**src/rtl/bkm_pkg.sv**
```systemverilog
package bkm_pkg;

    typedef enum logic [1:0] {
        REG_SEL  = 2'd0,
        REG_ADDR = 2'd1,
        REG_MASK = 2'd2,
        REG_CTRL = 2'd3
    } cfg_reg_e;

    localparam int CTRL_CLR_BIT = 0;

    typedef struct packed {
        logic [1:0] master;
        logic [1:0] hier;
        logic [1:0] kind;
        logic [1:0] dir;
    } sel_fields_t;

    typedef struct packed {
        logic ibus;
        logic dma;
        logic fetch;
        logic write;
    } cyc_attr_t;

    function automatic logic any_off(sel_fields_t s);
        return (s.master == 2'b00) || (s.hier == 2'b00) ||
               (s.kind == 2'b00) || (s.dir == 2'b00);
    endfunction

    function automatic logic hier_ok(logic [1:0] h, logic ibus);
        case (h)
            2'b01, 2'b11: return !ibus;
            2'b10:        return ibus;
            default:      return 1'b0;
        endcase
    endfunction

    function automatic logic master_ok(logic [1:0] m, logic [1:0] h, logic dma);
        if (m == 2'b00)
            return 1'b0;
        if (h != 2'b10)
            return 1'b1;
        case (m)
            2'b10:   return dma;
            default: return !dma;
        endcase
    endfunction

    function automatic logic kind_ok(logic [1:0] k, logic fetch, logic ibus);
        case (k)
            2'b01:   return fetch && !ibus;
            2'b10:   return !fetch;
            2'b11:   return fetch ? !ibus : 1'b1;
            default: return 1'b0;
        endcase
    endfunction

    function automatic logic dir_ok(logic [1:0] d, logic write);
        case (d)
            2'b01:   return !write;
            2'b10:   return write;
            2'b11:   return 1'b1;
            default: return 1'b0;
        endcase
    endfunction

endpackage

```
**src/rtl/bkm_cfg_regs.sv**
```systemverilog
module bkm_cfg_regs
    import bkm_pkg::*;
#(
    parameter int ADDR_W = 32
) (
    input  logic              clk,
    input  logic              rst,
    input  logic              we,
    input  logic [1:0]        waddr,
    input  logic [ADDR_W-1:0] wdata,
    output sel_fields_t       sel,
    output logic [ADDR_W-1:0] cmp_addr,
    output logic [ADDR_W-1:0] cmp_mask,
    output logic              clr_req
);
    localparam int SEL_W = $bits(sel_fields_t);

    cfg_reg_e idx;
    assign idx = cfg_reg_e'(waddr);

    always_ff @(posedge clk) begin
        if (rst) begin
            sel      <= '0;
            cmp_addr <= '0;
            cmp_mask <= '0;
        end else if (we) begin
            case (idx)
                REG_SEL:  sel      <= sel_fields_t'(wdata[SEL_W-1:0]);
                REG_ADDR: cmp_addr <= wdata;
                REG_MASK: cmp_mask <= wdata;
                default:  ;
            endcase
        end
    end

    assign clr_req = we && (idx == REG_CTRL) && wdata[CTRL_CLR_BIT];

endmodule

```
**src/rtl/bkm_cond_eval.sv**
```systemverilog
module bkm_cond_eval
    import bkm_pkg::*;
#(
    parameter int ADDR_W = 32
) (
    input  sel_fields_t       sel,
    input  cyc_attr_t         attr,
    input  logic [ADDR_W-1:0] addr,
    input  logic [ADDR_W-1:0] cmp_addr,
    input  logic [ADDR_W-1:0] cmp_mask,
    output logic              hit
);
    logic [ADDR_W-1:0] bit_ok;

    for (genvar i = 0; i < ADDR_W; i++) begin : g_abit
        assign bit_ok[i] = cmp_mask[i] || (addr[i] == cmp_addr[i]);
    end

    logic attr_ok;
    always_comb begin
        attr_ok = !any_off(sel) &&
                  hier_ok(sel.hier, attr.ibus) &&
                  master_ok(sel.master, sel.hier, attr.dma) &&
                  kind_ok(sel.kind, attr.fetch, attr.ibus) &&
                  dir_ok(sel.dir, attr.write);
    end

    assign hit = attr_ok && (&bit_ok);

endmodule

```
**src/rtl/bkm_break_out.sv**
```systemverilog
module bkm_break_out (
    input  logic clk,
    input  logic rst,
    input  logic valid,
    input  logic hit,
    input  logic clr_req,
    output logic pulse,
    output logic sticky
);
    logic set_now;
    assign set_now = valid && hit;

    always_ff @(posedge clk) begin
        if (rst) begin
            pulse  <= 1'b0;
            sticky <= 1'b0;
        end else begin
            pulse  <= set_now;
            sticky <= set_now || (sticky && !clr_req);
        end
    end

endmodule

```
**src/rtl/brk_cond_matcher.sv**
```systemverilog
module brk_cond_matcher
    import bkm_pkg::*;
#(
    parameter int ADDR_W = 32
) (
    input  logic              clk,
    input  logic              rst,
    input  logic              cfg_we,
    input  logic [1:0]        cfg_addr,
    input  logic [ADDR_W-1:0] cfg_wdata,
    input  logic              cyc_valid,
    input  logic              cyc_ibus,
    input  logic              cyc_dma,
    input  logic              cyc_fetch,
    input  logic              cyc_write,
    input  logic [ADDR_W-1:0] cyc_addr,
    output logic              brk_pulse,
    output logic              brk_sticky
);
    sel_fields_t       sel_q;
    logic [ADDR_W-1:0] addr_q;
    logic [ADDR_W-1:0] mask_q;
    logic              clr_req;
    logic              hit;
    cyc_attr_t         attr;

    assign attr = '{ibus: cyc_ibus, dma: cyc_dma, fetch: cyc_fetch, write: cyc_write};

    bkm_cfg_regs #(.ADDR_W(ADDR_W)) u_regs (
        .clk      (clk),
        .rst      (rst),
        .we       (cfg_we),
        .waddr    (cfg_addr),
        .wdata    (cfg_wdata),
        .sel      (sel_q),
        .cmp_addr (addr_q),
        .cmp_mask (mask_q),
        .clr_req  (clr_req)
    );

    bkm_cond_eval #(.ADDR_W(ADDR_W)) u_eval (
        .sel      (sel_q),
        .attr     (attr),
        .addr     (cyc_addr),
        .cmp_addr (addr_q),
        .cmp_mask (mask_q),
        .hit      (hit)
    );

    bkm_break_out u_out (
        .clk     (clk),
        .rst     (rst),
        .valid   (cyc_valid),
        .hit     (hit),
        .clr_req (clr_req),
        .pulse   (brk_pulse),
        .sticky  (brk_sticky)
    );

endmodule

```
**config.mk**
```make
export PLATFORM = sky130hd
export DESIGN_NAME = brk_cond_matcher
export DESIGN_NICKNAME = d
export VERILOG_FILES = /design/src/rtl/bkm_pkg.sv /design/src/rtl/bkm_cfg_regs.sv /design/src/rtl/bkm_cond_eval.sv /design/src/rtl/bkm_break_out.sv /design/src/rtl/brk_cond_matcher.sv
export SDC_FILE = /design/constraint.sdc
export NUM_CORES = 1
export LEC_CHECK = 0
export BUFFER_PORTS_ARGS = -buffer_cell sky130_fd_sc_hd__buf_4
export CORE_MARGIN = 1
export CORE_UTILIZATION = 50
export CTS_CLUSTER_SIZE = 24
export DETAILED_ROUTE_END_ITERATION = 12
export MAX_ROUTING_LAYER = met4
export PLACE_DENSITY = 0.77
export SYNTH_ARGS = -nofsm -noshare
export SYNTH_HDL_FRONTEND = slang
export SYNTH_SLANG_ARGS = --single-unit
export TNS_END_PERCENT = 100
```
**constraint.sdc**
```tcl
create_clock -name clk -period 3.2 [get_ports clk]
set_input_delay 0 -clock clk [delete_from_list [all_inputs] [get_ports clk]]
set_output_delay 0 -clock clk [all_outputs]
set_load 0.02 [all_outputs]
```
==> results by group <==
Run status
  – Status: finished, final reports clean

CTS
  – Clock root buffer: clkbuf_8
  – Post-cts resize count: 0
  – Clk buf depth: 2
  – Skew-Pair Late Insertion Delay: 0.35 ns
  – H-Tree Depth: 3
  – CTS tree: yes
  – Cts bufs inserted: 9
  – Reg clk slew, reported paths: 0.08 ns
  – CTS Sinks: 74

GRT
  – Initial antenna violation count: 0
  – Largest net degree at the start of global routing: between 70 and 80
  – First-pass GRT wire length: roughly 12000 µm
  – Grt ovf: 0
  – Vias in the first global route: roughly 2700
  – Aggregate global-route resource usage: a little over a quarter

Critical path
  – CP endpoint kind: register
  – Crit Path Max Fanout: 2
  – Critical path required time: 3.48 ns
  – WP data arrival: roughly 1.6 ns
  – Slowest CP cell: nor4_1
  – Worst Path Class, Setup: register to register
  – Startpoint Class: register
  – CP max stage delay: 0.37 ns
  – Cell chain of the critical path: xnor2_1, o22ai_1, nor4_1, nand3_1, o21ai_1

Placed design
  – Placed instance area: roughly 3600 µm²
  – Port Buffers: 75
  – HPWL after detailed placement: around 4900 µm
  – Placed cell count: 511
  – Placer Congestion: just over 0.8

Timing
  – Fraction of the cycle the final worst path needs: between 40% and 50%
  – Fin. Hold Viols: 0
  – Post-route minimum period: 1.355 ns
  – Fin. max-slew vios: 0
  – FMAX: between 0.7 and 0.8 GHz
  – Post-route setup TNS: 0 ns
  – Clk_skew: 0.007454 ns
  – RSZ-0062 raised after global routing: false
  – Setup-failing EPs final: 0
  – Slew margin rel.: between 40% and 50%
  – Worst Max-Slew Pin Slew: about 0.75 ns

Final layout
  – Fin cells: between 500 and 600
  – NumNets Final: about 550
  – Layout cell share with drive strength beyond 1: between 20 and 25%
  – Post-route cell area: between 4000 and 5000 µm²
  – Diodes inserted: 0
  – Layout area overhead: 37.29%
  – FF/Latch Area: about 1500 µm²
  – Multi-input gate area: about 1500 µm²
  – Fillcell total: approximately 480

Synthesis
  – Average size of a mapped cell: roughly 8 µm²
  – Seq/Total Area, Yosys: approximately 50%
  – Cell area after synthesis: 3047 µm²
  – Yosys warns: 0
  – Synth cell types: 24
  – FF+latch count, synth: between 70 and 80
  – Syn nets: between 400 and 500
  – Syn Inst Count: around 380

Detailed routing
  – Iter 0 DRT Violations: ~160
  – Drt drc: 0
  – Antenna-violating nets left: 0
  – Wire per inst: 13.88 µm
  – Final WL: slightly below 8000 µm
  – Total number of vias: ~2900
  – DR vias/cell: roughly 5.1
  – DRT Pass-1 Iters: 4

Floorplanning
  – Die Ht: roughly 80 µm
  – Die W: between 80 and 90 µm
  – Rows: 28
  – Starting Density: 51.76%
  – I/O Pins: 76
  – Die ar.: between 6000 and 7000 µm²
  – Core area: roughly 5900 µm²

Power and ir drop
  – Pleak: roughly 1.5 nW
  – Cell area power density: just under 500 nW/µm²
  – VDD IR max: about 0.00030 V

Worst hold path
  – Hold Crit Class: input pin to register

Flow run
  – MaxCap Viol Count: 0
-- final timing paths --
kind / startpoint / cells after the start / slack [ns] / end
worst max-delay path: u_regs.cmp_addr[11] / 5 / 1.84 / u_out.sticky
worst min-delay path: cfg_addr[0] / 4 / 0.08 / u_regs.cmp_mask[11]
worst max register to register: u_regs.cmp_addr[11] / 5 / 1.84 / u_out.sticky
worst min register to register: u_regs.cmp_mask[29] / 2 / 0.46 / u_regs.cmp_mask[29]
-- what timing repair did --
| item | CTS | global route |
|---|---|---|
| hold buffers | 32 | 0 |
| setup buffers | 0 | 0 |
| setup endpoints to repair | 0 | 0 |
| hold endpoints to repair | 72 | 0 |
-- registers in the layout (all words and copies together) (netlist names) --
name and cells:
u_regs.sel 8, u_regs.cmp_mask 32, u_regs.cmp_addr 32, u_out.pulse 1
u_out.sticky 1
-- synth_stat cells --
cell type,n,area [µm²]
nand3b_1,2,15.01
o22ai_1,15,93.84
clkbuf_1,12,45.04
a21oi_1,65,325.3
nor4_1,3,18.77
nor2_1,13,48.80
o221ai_1,1,8.760
buf_2,11,55.05
nand2_1,129,484.2
dfxtp_1,74,1481
nor3b_1,1,7.510
nand4_1,1,6.260
nor4_2,1,12.51
nor2b_1,2,12.51
and3b_1,1,8.760
a2bb2oi_1,1,8.760
o21ai_1,1,5.000
nand3_1,1,5.000
o2111ai_1,1,8.760
xnor2_1,32,280.3
a211oi_2,1,12.51
mux2i_1,9,90.09
nand2b_1,1,6.260
or2_1,1,6.260
-- final cells by class --
cell class / count / share of cell area [%]
clock buffers: 10 / 3.051
clock inverters: 6 / 2.184
multi-input cells: 282 / 35.09
flip-flops and latches: 74 / 35.42
well taps: 75 / 2.243
repair buffers: 112 / 22.02
-- cell usage in the layout, fill, tap and decap left out, drive strengths merged --
cell type | netlist | routed
o221ai | 1 | 1
nor3b | 1 | 1
or2 | 1 | 1
and3b | 1 | 1
dfxtp | 74 | 74
nand2 | 129 | 129
a2bb2oi | 1 | 1
buf | 11 | 80
a21oi | 65 | 65
dlygate4sd3 | 0 | 32
o22ai | 15 | 15
clkbuf | 12 | 10
nand3b | 2 | 2
nand2b | 1 | 1
nor4 | 4 | 4
bufinv | 0 | 2
xnor2 | 32 | 32
nor2 | 13 | 13
nor2b | 2 | 2
nand4 | 1 | 1
mux2i | 9 | 9
o21ai | 1 | 1
o2111ai | 1 | 1
a211oi | 1 | 1
clkinvlp | 0 | 3
clkinv | 0 | 1
nand3 | 1 | 1
-- cells by family (layout without fill, tap and decap cells) --
| kind of cell | Yosys count | after routing | share of synthesized area, % |
|---|---|---|---|
| DFF | 74 | 74 | 48.62 |
| xor gates and xnor gates | 32 | 32 | 9.199 |
| AOI/OAI and AO/OA | 85 | 85 | 15.19 |
| muxes | 9 | 9 | 2.957 |
| buffers and inverters | 23 | 128 | 3.285 |
| and+or+nand+nor | 156 | 156 | 20.74 |
-- per-layer routing --
metal  up-vias  GRT usage [%]  wire length [µm]
met5         -              -                 0
met4         0          13.75               181
met3        15          3.409               352
met2        79          41.97              3881
met1      1327          32.50              3345
li1       1452              -                 -
-- through the flow --
stage / hold slack [ns] / worst slack (ns) / total power [W] / util, %
floorplan: 0.1360 / 2.069 / 0.001098 / -
global placement: 0.2583 / 1.905 / 0.001207 / 61.90
detailed placement: 0.2656 / 1.842 / 0.001212 / 61.90
CTS: 0.07258 / 1.858 / 0.002021 / 71.07
global route: 0.1003 / 1.768 / 0.002099 / 71.07
finish: 0.08234 / 1.845 / 0.002018 / 71.07
-- worst max-delay path: cells and delay by family, from the launching register on --
kind / cells / cell delay, ns
simple gates: 2 / 0.53
flops: 1 / 0.32
compound gates: 2 / 0.27
xor+xnor: 1 / 0.16
-- power by group --
part / leakage [nW] / switching [W] / internal [W]
Clock: 0.0987 / 0.000356 / 0.000440
Sequential: 0.601 / 0.0000174 / 0.000950
Combinational: 0.838 / 0.000114 / 0.000141
(Power assumes the default switching activity.)
